[config.mk]
export PLATFORM = sky130hd
export DESIGN_NAME = irq_poll_arbiter
export DESIGN_NICKNAME = d
export VERILOG_FILES = /design/src/rtl/irq_pkg.sv /design/src/rtl/irq_flag_sampler.sv /design/src/rtl/irq_prio_pick.sv /design/src/rtl/irq_level_tracker.sv /design/src/rtl/irq_poll_arbiter.sv
export SDC_FILE = /design/constraint.sdc
export NUM_CORES = 1
export LEC_CHECK = 0
export ABC_AREA = 1
export BUFFER_PORTS_ARGS = -buffer_cell sky130_fd_sc_hd__buf_2
export CAP_MARGIN = 20
export CORE_MARGIN = 2
export CORE_UTILIZATION = 44
export CTS_CLUSTER_DIAMETER = 120
export DETAILED_ROUTE_END_ITERATION = 8
export PLACE_DENSITY = 0.75
export SYNTH_ARGS = -nofsm -noshare
export SYNTH_HDL_FRONTEND = slang
export SYNTH_HIERARCHICAL = 1
export SYNTH_SLANG_ARGS = --single-unit
[constraint.sdc]
create_clock -name clk -period 1.3 [get_ports clk]
set_clock_uncertainty 0.1 [all_clocks]
set_input_delay 0 -clock clk [delete_from_list [all_inputs] [get_ports clk]]
set_output_delay 0 -clock clk [all_outputs]
set_load 0.03 [all_outputs]
[src/rtl/irq_pkg.sv]
package irq_pkg;
  typedef enum logic {
    LVL_LO = 1'b0,
    LVL_HI = 1'b1
  } irq_lvl_e;
endpackage

[src/rtl/irq_flag_sampler.sv]
module irq_flag_sampler #(
  parameter int N_SRC = 6
) (
  input  logic             clk,
  input  logic             rst_n,
  input  logic             cyc_tick,
  input  logic [N_SRC-1:0] flags_in,
  output logic [N_SRC-1:0] snap_q
);
  always_ff @(posedge clk or negedge rst_n) begin
    if (!rst_n)        snap_q <= '0;
    else if (cyc_tick) snap_q <= flags_in;
  end

  AST_SNAP_ONLY_ON_TICK: assert property (@(posedge clk) disable iff (!rst_n)
    !cyc_tick |=> $stable(snap_q));
endmodule

[src/rtl/irq_prio_pick.sv]
module irq_prio_pick #(
  parameter int N_SRC = 6,
  localparam int IDX_W = (N_SRC > 1) ? $clog2(N_SRC) : 1
) (
  input  logic [N_SRC-1:0] cand,
  output logic             any,
  output logic [IDX_W-1:0] idx
);
  always_comb begin
    idx = '0;
    for (int i = N_SRC - 1; i >= 0; i--) begin
      if (cand[i]) idx = IDX_W'(i);
    end
  end
  assign any = |cand;

  always_comb begin
    if (any) AST_PICK_IS_SET: assert (cand[idx]);
  end
endmodule

[src/rtl/irq_level_tracker.sv]
module irq_level_tracker (
  input  logic             clk,
  input  logic             rst_n,
  input  logic             set_en,
  input  irq_pkg::irq_lvl_e set_lvl,
  input  logic             ret_pulse,
  output logic             hi_q,
  output logic             lo_q
);
  import irq_pkg::*;

  logic hi_d, lo_d;

  always_comb begin
    hi_d = hi_q;
    lo_d = lo_q;
    if (ret_pulse) begin
      if (hi_q) hi_d = 1'b0;
      else      lo_d = 1'b0;
    end
    if (set_en) begin
      if (set_lvl == LVL_HI) hi_d = 1'b1;
      else                   lo_d = 1'b1;
    end
  end

  always_ff @(posedge clk or negedge rst_n) begin
    if (!rst_n) begin
      hi_q <= 1'b0;
      lo_q <= 1'b0;
    end else begin
      hi_q <= hi_d;
      lo_q <= lo_d;
    end
  end

  AST_RET_CLEARS_HI: assert property (@(posedge clk) disable iff (!rst_n)
    ret_pulse && hi_q && !set_en |=> !hi_q);
  AST_RET_KEEPS_LO: assert property (@(posedge clk) disable iff (!rst_n)
    ret_pulse && hi_q && lo_q |=> lo_q);
endmodule

[src/rtl/irq_poll_arbiter.sv]
module irq_poll_arbiter #(
  parameter int N_SRC = 6,
  localparam int IDX_W = (N_SRC > 1) ? $clog2(N_SRC) : 1
) (
  input  logic             clk,
  input  logic             rst_n,
  input  logic             cyc_tick,
  input  logic [N_SRC-1:0] req_flags,
  input  logic [N_SRC-1:0] src_en,
  input  logic [N_SRC-1:0] src_hi,
  input  logic             glob_en,
  input  logic             instr_last,
  input  logic             block_instr,
  input  logic             reti_pulse,
  output logic             vec_valid,
  input  logic             vec_ready,
  output logic [IDX_W-1:0] vec_idx,
  output logic [N_SRC-1:0] src_ack,
  output logic             srv_hi,
  output logic             srv_lo
);
  import irq_pkg::*;

  logic [N_SRC-1:0] snap;
  logic [N_SRC-1:0] cand_hi, cand_lo;
  logic             any_hi, any_lo;
  logic [IDX_W-1:0] idx_hi, idx_lo;
  logic             poll_fire, take_hi, take_lo, hs;
  logic             vec_valid_q;
  logic [IDX_W-1:0] vec_idx_q;
  irq_lvl_e         vec_lvl_q;
  logic [N_SRC-1:0] ack_q;

  irq_flag_sampler #(.N_SRC(N_SRC)) u_sampler (
    .clk(clk), .rst_n(rst_n), .cyc_tick(cyc_tick),
    .flags_in(req_flags), .snap_q(snap)
  );

  for (genvar g = 0; g < N_SRC; g++) begin : g_mask
    assign cand_hi[g] = snap[g] & src_en[g] &  src_hi[g];
    assign cand_lo[g] = snap[g] & src_en[g] & ~src_hi[g];
  end

  irq_prio_pick #(.N_SRC(N_SRC)) u_pick_hi (.cand(cand_hi), .any(any_hi), .idx(idx_hi));
  irq_prio_pick #(.N_SRC(N_SRC)) u_pick_lo (.cand(cand_lo), .any(any_lo), .idx(idx_lo));

  assign poll_fire = cyc_tick && instr_last && !block_instr && glob_en && !vec_valid_q;
  assign take_hi   = poll_fire && !srv_hi && any_hi;
  assign take_lo   = poll_fire && !take_hi && !srv_hi && !srv_lo && any_lo;
  assign hs        = vec_valid_q && vec_ready;

  always_ff @(posedge clk or negedge rst_n) begin
    if (!rst_n) begin
      vec_valid_q <= 1'b0;
      vec_idx_q   <= '0;
      vec_lvl_q   <= LVL_LO;
    end else if (take_hi) begin
      vec_valid_q <= 1'b1;
      vec_idx_q   <= idx_hi;
      vec_lvl_q   <= LVL_HI;
    end else if (take_lo) begin
      vec_valid_q <= 1'b1;
      vec_idx_q   <= idx_lo;
      vec_lvl_q   <= LVL_LO;
    end else if (hs) begin
      vec_valid_q <= 1'b0;
    end
  end

  for (genvar g = 0; g < N_SRC; g++) begin : g_ack
    always_ff @(posedge clk or negedge rst_n) begin
      if (!rst_n) ack_q[g] <= 1'b0;
      else        ack_q[g] <= hs && (vec_idx_q == IDX_W'(g));
    end
  end

  irq_level_tracker u_track (
    .clk(clk), .rst_n(rst_n), .set_en(hs), .set_lvl(vec_lvl_q),
    .ret_pulse(reti_pulse), .hi_q(srv_hi), .lo_q(srv_lo)
  );

  assign vec_valid = vec_valid_q;
  assign vec_idx   = vec_idx_q;
  assign src_ack   = ack_q;

  AST_ACK_ONEHOT: assert property (@(posedge clk) disable iff (!rst_n)
    $onehot0(src_ack));
  AST_ACK_AFTER_HS: assert property (@(posedge clk) disable iff (!rst_n)
    vec_valid && vec_ready |=> $countones(src_ack) == 1);
  AST_HOLD_UNDER_STALL: assert property (@(posedge clk) disable iff (!rst_n)
    vec_valid && !vec_ready |=> vec_valid && $stable(vec_idx));
  AST_RAISE_NEEDS_POLL: assert property (@(posedge clk) disable iff (!rst_n)
    $rose(vec_valid) |-> $past(cyc_tick && instr_last && !block_instr && glob_en));
  AST_HI_NOT_PREEMPTED: assert property (@(posedge clk) disable iff (!rst_n)
    srv_hi |-> !vec_valid);
  AST_LO_NEEDS_IDLE: assert property (@(posedge clk) disable iff (!rst_n)
    vec_valid && vec_lvl_q == LVL_LO |-> !srv_hi && !srv_lo);
endmodule

Word-level counts from Yosys, hierarchy flattened
Index checks and enable logic that the tools add are counted.
{"block": "totals", "memories": 0, "out_inout_bits": 12, "mem_bits_ro": 0, "latch_bits": 0, "mem_bits_rw": 0, "ff_bits": 19}
{"block": "classes", "mux": 26, "eq_ne": 5, "n_div": 0, "n_addsub": 0, "n_mul": 0, "magnitude_cmp": 0, "shifts": 0, "n_reduce_logical": 27, "bitwise": 24}
{"cell": "3-bit two-way mux", "count": 14}
{"cell": "1-bit AND", "count": 18}
{"cell": "1-bit logical AND", "count": 17}
{"cell": "1-bit two-way mux", "count": 12}
{"cell": "6-bit OR reduction", "count": 2}
{"cell": "3-bit by 2-bit equality test with 1-bit output (second input constant)", "count": 2}
{"cell": "3-bit equality test (second input constant)", "count": 2}
{"cell": "1-bit NOT", "count": 6}
{"cell": "1-bit zero test", "count": 5}
{"cell": "3-bit by 1-bit equality test with 1-bit output (second input constant)", "count": 1}
{"cell": "3-bit zero test", "count": 1}
{"cell": "3-bit nonzero test", "count": 1}
{"cell": "2-bit nonzero test", "count": 1}

Logic depth before layout (Yosys ltp)
Gate-level depths: netlist of run 1.
{"block": "depth", "depth_word": 13, "ltp_mapped": 11}

Cells and area by module
Netlist of run 1, hierarchy kept.
{"mod": "irq_poll_arbiter", "area_each_um2": 633.1, "instances": 1, "cells_each": 83, "seq_area_each_um2": 275.3}
{"mod": "irq_flag_sampler", "area_each_um2": 221.5, "instances": 1, "cells_each": 25, "seq_area_each_um2": 150.1}
{"mod": "irq_prio_pick", "area_each_um2": 72.6, "instances": 2, "cells_each": 15, "seq_area_each_um2": 0.0}
{"mod": "irq_level_tracker", "area_each_um2": 85.1, "instances": 1, "cells_each": 10, "seq_area_each_um2": 50.0}

Least setup slack after synthesis of run 1
No wires, ideal clock.
{"block": "synth_timing", "path_kind": "register to register", "startpoint": "register u_sampler.snap_q[4]", "endpoint": "register vec_idx_q[0], in the netlist vec_idx[0]", "required_ns": 1.082, "setup_ns": 0.118, "path_stages_with_launch": 9, "setup_slack_ns": -0.098, "arrival_time_ns": 1.181, "path_buffers": 0, "cell_sequence": "dfrtp_1 > nand2_1 > nor2_1 > nor2_1 > nand4_1 > nand3_4 > nand2_1 > nand3_1 > nand2_1"}
{"block": "synth_between", "elab_chain_len": 10, "elab_cells_between_ends": 24}
{"item": "start, declared", "line": "irq_flag_sampler.sv:8", "rtl": "output logic [N_SRC-1:0] snap_q"}
{"item": "start signal, assigned", "line": "irq_flag_sampler.sv:12", "rtl": "else if (cyc_tick) snap_q <= flags_in;"}
{"item": "1-bit AND * (2 in a row)", "line": "irq_poll_arbiter.sv:40", "rtl": "assign cand_hi[g] = snap[g] & src_en[g] & src_hi[g];"}
{"item": "named net cand_hi[4]", "line": "irq_poll_arbiter.sv:25", "rtl": "logic [N_SRC-1:0] cand_hi, cand_lo;"}
{"item": "6-bit OR reduction *", "line": "irq_prio_pick.sv:15", "rtl": "assign any = |cand;"}
{"item": "named net any_hi", "line": "irq_poll_arbiter.sv:26", "rtl": "logic any_hi, any_lo;"}
{"item": "1-bit logical AND *", "line": "irq_poll_arbiter.sv:48", "rtl": "assign take_hi = poll_fire && !srv_hi && any_hi;"}
{"item": "1-bit zero test", "line": "irq_poll_arbiter.sv:49", "rtl": "assign take_lo = poll_fire && !take_hi && !srv_hi && !srv_lo && any_lo;"}
{"item": "1-bit logical AND (4 in a row)", "line": "irq_poll_arbiter.sv:49"}
{"item": "2-bit nonzero test (no line)"}
{"item": "end signal, assigned", "line": "irq_poll_arbiter.sv:59", "rtl": "vec_idx_q <= idx_hi;"}
{"item": "end signal, assigned", "line": "irq_poll_arbiter.sv:63", "rtl": "vec_idx_q <= idx_lo;"}
{"item": "end, declared", "line": "irq_poll_arbiter.sv:30", "rtl": "logic [IDX_W-1:0] vec_idx_q;"}
Mark *: on every way through the listed nets, which the timed path passes. The rest lies on a longest branch. The select of a mux whose other input is x is not followed.
A chain may end at the register's enable or synchronous reset.

Worst setup path after layout of run 1
{"block": "layout_timing", "startpoint": "register u_sampler.snap_q[1]", "endpoint": "register vec_idx_q[1], in the netlist vec_idx[1]"}
{"block": "layout_between", "elab_cells_between_ends": 18}
{"item": "1-bit AND (2 in a row)", "line": "irq_poll_arbiter.sv:41", "rtl": "assign cand_lo[g] = snap[g] & src_en[g] & ~src_hi[g];"}
{"item": "named net cand_lo[1]", "line": "irq_poll_arbiter.sv:25"}
{"item": "6-bit OR reduction", "line": "irq_prio_pick.sv:15"}
{"item": "named net any_lo", "line": "irq_poll_arbiter.sv:26"}
{"item": "1-bit logical AND", "line": "irq_poll_arbiter.sv:49"}
{"item": "2-bit nonzero test (no line)"}
The timed path passes the listed nets, and every way through them passes these cells. The select of a mux whose other input is x is not followed.

==> summary.json, run 1 <==
{
  "floorplan.initialDensity": {"value": 47.7, "unit": "%"},
  "firstDrtPassIters": {"value": 4},
  "fin_crit": {"value": 1.52, "unit": "ns"},
  "post_route_cells_drive_above_1_share": {"value": 45.1, "unit": "%"},
  "arrival_time_of_data_at_the_critical_path_endpoint": {"value": 1.66, "unit": "ns"},
  "yosys_warnings": {"value": 6},
  "postSynthRegisterBits": {"value": 19},
  "die_width": {"value": 53.7, "unit": "µm"},
  "wl_per_cell": {"value": 13.5, "unit": "µm"},
  "drc_errors": {"value": 0},
  "worst_r2r_path_depth": {"value": 10},
  "synth.cell_area": {"value": 1080, "unit": "µm²"},
  "postLayoutCoreUtil": {"value": 75.8, "unit": "%"},
  "top_level_pins": {"value": 38},
  "violations": {"value": "setup timing"},
  "gr_overflow_total": {"value": 0},
  "worst_slack": {"value": -0.217, "unit": "ns"},
  "grt_first_pass_wirelength": {"value": 5.57, "unit": "mm"},
  "cts_made_buffers": {"value": 3},
  "register_area": {"value": 475, "unit": "µm²"},
  "setup_viol": {"value": 7},
  "cts_tree": {"value": "built"},
  "place.gp.congestion": {"value": 0.815},
  "port_buffers": {"value": 37},
  "drt_first_iter_violations": {"value": 38},
  "core-area": {"value": 2280, "unit": "µm²"},
  "timing.setup.critical_path_class": {"value": "flip-flop to flip-flop"},
  "num_vias": {"value": 1273},
  "cellInternalPower": {"value": 1.15, "unit": "mW"},
  "finalHoldViolCount": {"value": 0},
  "layout_common_cells": {"value": "sky130_fd_sc_hd__nand2_1 (40), sky130_fd_sc_hd__buf_2 (36), sky130_fd_sc_hd__inv_1 (27)"},
  "min_path_cells": {"value": 5},
  "worst_slew_pin_slew": {"value": 0.413, "unit": "ns"},
  "min_period_over_period": {"value": 117, "unit": "%"},
  "cap_violations": {"value": 0},
  "synth_area_per_cell": {"value": 7.33, "unit": "µm²"},
  "cts.htree.levels": {"value": 1},
  "syn_nets": {"value": 174},
  "peakVddDrop": {"value": 1060, "unit": "µV"},
  "sequentialPowerShare": {"value": 40.3, "unit": "%"},
  "final_net_count": {"value": 251},
  "layout.filler_cells": {"value": 141},
  "final_common_cell": {"value": "sky130_fd_sc_hd__nand2_1"},
  "diodes": {"value": 0},
  "ctsRootBufferMaster": {"value": "sky130_fd_sc_hd__clkbuf_4"},
  "critical_path_required": {"value": 1.44, "unit": "ns"},
  "clkSinkCount": {"value": 19},
  "combPwrFrac": {"value": 45.2, "unit": "%"},
  "place_inst": {"value": 225},
  "area_growth": {"value": 59.1, "unit": "%"},
  "yosysUniqueCellTypes": {"value": 18},
  "power_leakage": {"value": 0.944, "unit": "nW"},
  "fmax": {"value": 659, "unit": "MHz"},
  "ctsLongestPathBuffers": {"value": 2},
  "path_max_fanout": {"value": 6},
  "viasPerCell": {"value": 5.05},
  "worst_setup_path_end_kind": {"value": "flip-flop"},
  "routed_antenna_nets": {"value": 0},
  "drv_slew": {"value": 0},
  "power_switching": {"value": 904, "unit": "µW"},
  "synth_cells": {"value": 148},
  "multi_input_area": {"value": 581, "unit": "µm²"},
  "postRouteWirelength": {"value": 3.41, "unit": "mm"},
  "rows": {"value": 17},
  "place.detailed.hpwl": {"value": 1.99, "unit": "mm"},
  "place_ws": {"value": -0.226, "unit": "ns"},
  "grtUsageTotal": {"value": 27.8, "unit": "%"},
  "grt_max_degree": {"value": 20},
  "max-slew-margin-rel": {"value": 72.4, "unit": "%"},
  "yosysSeqAreaShare": {"value": 43.8, "unit": "%"},
  "power.clock.fraction": {"value": 14.5, "unit": "%"},
  "source_to_sink_clock_delay_at_the_later_pin_of_the_worst_skew_pair": {"value": 0.29, "unit": "ns"},
  "path_clk_slew": {"value": 0.11, "unit": "ns"},
  "rsz_0062_raised_after_global_routing": {"value": "true"},
  "final_cell_count_no_fill": {"value": 252},
  "grt_pass1_vias": {"value": 1230},
  "switching_share": {"value": 43.9, "unit": "%"},
  "worstHoldPathType": {"value": "input pin to flip-flop"},
  "grt_antenna_before_repair": {"value": 0},
  "fp.dieArea": {"value": 2880, "unit": "µm²"},
  "cp-start-kind": {"value": "flip-flop"},
  "pwr_density_cell": {"value": 1190, "unit": "nW/µm²"},
  "die_y": {"value": 53.7, "unit": "µm"},
  "status": {"value": "complete, but fails checks"}
}
cells in the mapped netlist:
cell | count | area [µm²]
sky130_fd_sc_hd__nand2_1 | 47 | 176
sky130_fd_sc_hd__inv_1 | 27 | 101
sky130_fd_sc_hd__dfrtp_1 | 19 | 475
sky130_fd_sc_hd__nor2_1 | 17 | 63.8
sky130_fd_sc_hd__nand3_1 | 6 | 30.0
sky130_fd_sc_hd__nor3_1 | 6 | 30.0
sky130_fd_sc_hd__nand4_1 | 5 | 31.3
sky130_fd_sc_hd__inv_2 | 4 | 15.0
sky130_fd_sc_hd__nor2_2 | 4 | 25.0
sky130_fd_sc_hd__a21oi_1 | 2 | 10.0
sky130_fd_sc_hd__nand2_2 | 2 | 12.5
sky130_fd_sc_hd__nand3_2 | 2 | 20.0
sky130_fd_sc_hd__nand3_4 | 2 | 35.0
sky130_fd_sc_hd__nand2_4 | 1 | 11.3
sky130_fd_sc_hd__nor2_4 | 1 | 11.3
sky130_fd_sc_hd__nor2_8 | 1 | 20.0
sky130_fd_sc_hd__o211ai_1 | 1 | 7.51
sky130_fd_sc_hd__o21ai_2 | 1 | 8.76
sequential cells by signal (all words and copies together) (netlist names):
| name | cells |
|---|---|
| src_ack | 6 |
| u_sampler/snap_q | 6 |
| vec_idx | 3 |
| u_track/hi_q | 1 |
| u_track/lo_q | 1 |
| vec_lvl_q | 1 |
| vec_valid | 1 |
timing repair:
item                                    4_1_cts  5_1_grt
cloned                                        1        0
endpoints found under the hold margin        31        0
pin swaps                                    12        5
hold buffers                                 17        0
endpoints found under the setup margin        5        9
resized for setup                            18       11
buffers inserted                              5        1
routing by layer:
| metal | part of all wire (%) | wire length (µm) | GRT usage, % |
|---|---|---|---|
| met3 | 3.1 | 104 | 3.89 |
| met5 | 0 | 0 | 0 |
| met4 | 1.5 | 52 | 8.55 |
| met2 | 55 | 1870 | 52.5 |
| met1 | 41 | 1380 | 32.3 |
power by group through the flow:
stage	Clock (mW)	Combinational, mW	Sequential, mW
after detailed placement	0	0.803	0.829
final	0.298	0.930	0.829
after global routing	0.329	1.01	0.846
after global placement	0	0.784	0.832
after floorplan	0	0.356	1.00
after CTS	0.301	0.887	0.821
cell families after synthesis:
group,Yosys count,synth area share [%]
AND/OR/NAND/NOR,94,43.0
buffers and inverters,31,10.7
flip-flops,19,43.8
AO/OA/AOI/OAI,4,2.42
path summary, 6_finish.rpt:
path,to,from,slack [ns]
worst max-delay path,vec_idx[1],u_sampler/snap_q[1],-0.22
worst min-delay path,vec_lvl_q,glob_en,0.04
worst max register to register,vec_idx[1],u_sampler/snap_q[1],-0.22
worst min register to register,src_ack[2],vec_idx[0],0.43
max in group asynchronous,vec_idx[0],rst_n,0.75
min in group asynchronous,u_sampler/snap_q[0],rst_n,0.06
worst max-delay path, stage by stage, from the launching register on:
cell,delay [ns]
sky130_fd_sc_hd__dfrtp_1,0.38
sky130_fd_sc_hd__nand2_2,0.10
sky130_fd_sc_hd__nor2_4,0.13
sky130_fd_sc_hd__inv_1,0.07
sky130_fd_sc_hd__nand4_1,0.12
sky130_fd_sc_hd__inv_1,0.07
sky130_fd_sc_hd__nor2_2,0.13
sky130_fd_sc_hd__nand3_4,0.13
sky130_fd_sc_hd__nand2_4,0.10
sky130_fd_sc_hd__nand3_1,0.06
sky130_fd_sc_hd__nand2_1,0.06
area by class of cell:
class,instances,area share [%]
clock buffers,3,1.31
clock inverters,1,0.290
inverters,31,6.74
multi-input cells,99,33.6
flip-flops and latches,19,27.6
well taps,28,2.03
repair buffers,71,28.4
per-stage QoR:
stage / area, µm² / TNS, ns / power [mW] / hold WS (ns)
2_1_floorplan: 1090 / -0.209 / 1.36 / -0.396
3_3_place_gp: 1400 / -0.575 / 1.62 / -0.150
3_5_place_dp: 1400 / -0.873 / 1.63 / -0.147
4_1_cts: 1690 / -0.569 / 2.01 / 0.0176
5_1_grt: 1730 / -1.33 / 2.19 / 0.0533
6_report: 1730 / -1.03 / 2.06 / 0.0428
Note: power is estimated with default switching activity, not from simulation.
==> inputs of run 2 (changes only) <==
==> constraint.sdc (replaced) <==
create_clock -name clk -period 1.3 [get_ports clk]
set_clock_uncertainty 0.1 [all_clocks]
set_input_delay 0.195 -clock clk [delete_from_list [all_inputs] [get_ports clk]]
set_output_delay 0.195 -clock clk [all_outputs]
set_load 0.03 [all_outputs]
==> run 2 against run 1 <==
Effect of this change: the flow still finishes with violations (setup timing); first-iteration DRC count is 55% lower; design area decreased by 2.7%; clock-buffer cell count did not move; core utilization down 2.0 points; final cell count is 2.0% lower; clock power is 2% lower; die area did not move; maximum frequency up 3.4%; largest cell class unchanged.
==> summary.json, run 2 (synthesis results as in run 1) <==
{
  "place_inst": {"value": 226, "change": "+0.44%"},
  "worst_setup_path_end_kind": {"value": "flip-flop"},
  "grt_first_pass_wirelength": {"value": 4.70, "unit": "mm", "change": "-16%"},
  "max-slew-margin-rel": {"value": 72.0, "unit": "%", "change": "-0.48 points"},
  "place.detailed.hpwl": {"value": 2.02, "unit": "mm", "change": "+1.4%"},
  "worst_r2r_path_depth": {"value": 10, "change": "unchanged"},
  "hold_slack": {"value": 0.0120, "unit": "ns", "change": "-0.0308 ns"},
  "grtUsageTotal": {"value": 22.9, "unit": "%", "change": "-5.0 points"},
  "min_period_over_period": {"value": 113, "unit": "%", "change": "-3.9 points"},
  "final_net_count": {"value": 246, "change": "-2.0%"},
  "worst_slack": {"value": -0.167, "unit": "ns", "change": "+0.0501 ns"},
  "cts_tree": {"value": "built"},
  "critical_path_required": {"value": 1.44, "unit": "ns", "change": "about the same"},
  "final.setup.tns": {"value": -0.709, "unit": "ns", "change": "+0.320 ns"},
  "postLayoutCoreUtil": {"value": 73.8, "unit": "%", "change": "-2.0 points"},
  "worst_slew_pin_slew": {"value": 0.421, "unit": "ns", "change": "+0.00726 ns"},
  "cts_made_buffers": {"value": 3, "change": "unchanged"},
  "worst-r2r-setup-slack": {"value": -0.17, "unit": "ns", "change": "+0.05 ns"},
  "die_width": {"value": 53.7, "unit": "µm", "change": "unchanged"},
  "source_to_sink_clock_delay_at_the_later_pin_of_the_worst_skew_pair": {"value": 0.29, "unit": "ns", "change": "about the same"},
  "path_clk_slew": {"value": 0.10, "unit": "ns", "change": "about the same"},
  "finalHoldViolCount": {"value": 0, "change": "unchanged"},
  "core-area": {"value": 2280, "unit": "µm²", "change": "unchanged"},
  "final_cell_count_no_fill": {"value": 247, "change": "-2.0%"},
  "sequentialPowerShare": {"value": 39.3, "unit": "%", "change": "-1.0 points"},
  "final_common_cell": {"value": "sky130_fd_sc_hd__nand2_1"},
  "wl_per_cell": {"value": 11.7, "unit": "µm", "change": "-14%"},
  "drv_slew": {"value": 0, "change": "unchanged"},
  "num_vias": {"value": 1154, "change": "-9.3%"},
  "power_leakage": {"value": 0.933, "unit": "nW", "change": "-1.2%"},
  "cp-start-kind": {"value": "flip-flop"},
  "layout_common_cells": {"value": "sky130_fd_sc_hd__nand2_1 (40), sky130_fd_sc_hd__buf_2 (37), sky130_fd_sc_hd__inv_1 (26)"},
  "floorplan.initialDensity": {"value": 47.7, "unit": "%", "change": "unchanged"},
  "die_y": {"value": 53.7, "unit": "µm", "change": "unchanged"},
  "worst_r2r_dst": {"value": "vec_idx[2]"},
  "pwr_density_cell": {"value": 1230, "unit": "nW/µm²", "change": "+3.0%"},
  "postRouteWirelength": {"value": 2.88, "unit": "mm", "change": "-16%"},
  "ctsLongestPathBuffers": {"value": 2, "change": "unchanged"},
  "timing.setup.critical_path_class": {"value": "flip-flop to flip-flop"},
  "diodes": {"value": 0, "change": "unchanged"},
  "min_path_cells": {"value": 3, "change": "-2"},
  "power_switching": {"value": 880, "unit": "µW", "change": "-2.7%"},
  "power.clock.fraction": {"value": 14.2, "unit": "%", "change": "-0.3 points"},
  "place.gp.congestion": {"value": 0.822, "change": "+0.85%"},
  "violations": {"value": "setup timing"},
  "rsz_0062_raised_after_global_routing": {"value": "true"},
  "setup_viol": {"value": 5, "change": "-2"},
  "fp.dieArea": {"value": 2880, "unit": "µm²", "change": "unchanged"},
  "fmax": {"value": 682, "unit": "MHz", "change": "+3.4%"},
  "switching_share": {"value": 42.7, "unit": "%", "change": "-1.3 points"},
  "status": {"value": "complete, but fails checks"},
  "grt_max_degree": {"value": 20, "change": "unchanged"},
  "cts.htree.levels": {"value": 1, "change": "unchanged"},
  "drt_first_iter_violations": {"value": 17, "change": "-55%"},
  "firstDrtPassIters": {"value": 4, "change": "unchanged"},
  "port_buffers": {"value": 37, "change": "unchanged"},
  "ctsRootBufferMaster": {"value": "sky130_fd_sc_hd__clkbuf_4"},
  "combPwrFrac": {"value": 46.5, "unit": "%", "change": "+1.3 points"},
  "terminating_pin_of_the_worst_hold_path": {"value": "u_sampler/snap_q[0]"},
  "grt_pass1_vias": {"value": 1081, "change": "-12%"},
  "viasPerCell": {"value": 4.67, "change": "-7.5%"},
  "peakVddDrop": {"value": 1050, "unit": "µV", "change": "-1.6%"},
  "grt_antenna_before_repair": {"value": 0, "change": "unchanged"},
  "area_growth": {"value": 54.8, "unit": "%"},
  "worstHoldPathType": {"value": "input pin to flip-flop"},
  "drc_errors": {"value": 0, "change": "unchanged"},
  "routed_antenna_nets": {"value": 0, "change": "unchanged"},
  "top_level_pins": {"value": 38, "change": "unchanged"},
  "path_max_fanout": {"value": 6, "change": "unchanged"},
  "rr_startpoint": {"value": "u_sampler/snap_q[5]"},
  "arrival_time_of_data_at_the_critical_path_endpoint": {"value": 1.61, "unit": "ns", "change": "-0.05 ns"},
  "clkSinkCount": {"value": 19, "change": "unchanged"},
  "cap_violations": {"value": 0, "change": "unchanged"},
  "cellInternalPower": {"value": 1.18, "unit": "mW", "change": "+2.5%"},
  "worst_hold_startpoint": {"value": "req_flags[0]"},
  "fin_crit": {"value": 1.47, "unit": "ns", "change": "-0.0501 ns"},
  "rows": {"value": 17, "change": "unchanged"},
  "gr_overflow_total": {"value": 0, "change": "unchanged"},
  "post_route_cells_drive_above_1_share": {"value": 48.9, "unit": "%", "change": "+3.8 points"}
}
run 2: changes by cell type in the layout (fill, tap and decap cells not counted):
cell                            change
sky130_fd_sc_hd__inv_1              -1
sky130_fd_sc_hd__nor2_2             -3
sky130_fd_sc_hd__buf_2              +1
sky130_fd_sc_hd__dlygate4sd3_1      -9
sky130_fd_sc_hd__nand3_2            +1
sky130_fd_sc_hd__inv_2              +1
sky130_fd_sc_hd__nor2_4             +3
sky130_fd_sc_hd__buf_6              -1
sky130_fd_sc_hd__buf_4              +4
sky130_fd_sc_hd__nand3_1            -1
run 2: metrics by stage:
step	power (mW)	area [µm²]	setup slack [ns]
final	2.06	1680	-0.167
after global routing	2.20	1680	-0.259
after CTS	1.99	1610	-0.153
after detailed placement	1.63	1410	-0.211
after global placement	1.62	1410	-0.130
after floorplan	1.36	1090	-0.0692
run 2: layer usage:
layer / global-route usage (%) / part of all wire (%) / vias up
li1: - / - / 590
met1: 28.7 / 43 / 533
met2: 38.1 / 53 / 25
met3: 4.17 / 2.5 / 6
met4: 10.7 / 1.7 / 0
met5: 0 / 0 / -
run 2: final cells by class:
class / instances / area, µm²
clock buffers: 3 / 22.5
multi-input cells: 99 / 601
flip-flops and latches: 19 / 475
fillers: 169 / 597
repair buffers: 66 / 424
clock inverters: 1 / 5.00
well taps: 28 / 35.0
inverters: 31 / 116
run 2: worst max path at each step:
stage	from	endpoint	slack, ns
final	u_sampler/snap_q[5]	vec_idx[2]	-0.17
after global placement	u_sampler/snap_q[4]	vec_idx[2]	-0.13
after detailed placement	u_sampler/snap_q[5]	vec_idx[1]	-0.21
after global routing	u_sampler/snap_q[2]	vec_idx[2]	-0.26
after floorplan	u_sampler/snap_q[5]	vec_idx[0]	-0.07
after CTS	u_sampler/snap_q[0]	vec_idx[2]	-0.15
run 2: repair_timing:
action | in CTS | in global routing
gates cloned | 1 | 0
hold endpoints to repair | 25 | 0
gates resized for setup | 20 | 11
setup endpoints to repair | 5 | 7
hold buffers | 7 | 0
setup buffers | 5 | 4
pin swaps | 10 | 9
run 2: power groups by stage:
stage	clock network (mW)	logic, mW	registers, mW
after detailed placement	0	0.801	0.831
after floorplan	0	0.356	1.00
final	0.292	0.959	0.810
after global routing	0.334	1.04	0.828
after CTS	0.305	0.866	0.820
after global placement	0	0.786	0.831
run 2: worst max-delay path: stages (launching register included):
cell and delay [ns]:
sky130_fd_sc_hd__dfrtp_1 0.38, sky130_fd_sc_hd__nand2_2 0.09, sky130_fd_sc_hd__nor2_4 0.11, sky130_fd_sc_hd__nor2_2 0.06
sky130_fd_sc_hd__nand4_1 0.11, sky130_fd_sc_hd__inv_1 0.06, sky130_fd_sc_hd__nor2_2 0.14, sky130_fd_sc_hd__nand3_4 0.13
sky130_fd_sc_hd__nand2_4 0.10, sky130_fd_sc_hd__nand3_2 0.06, sky130_fd_sc_hd__nand2_1 0.07
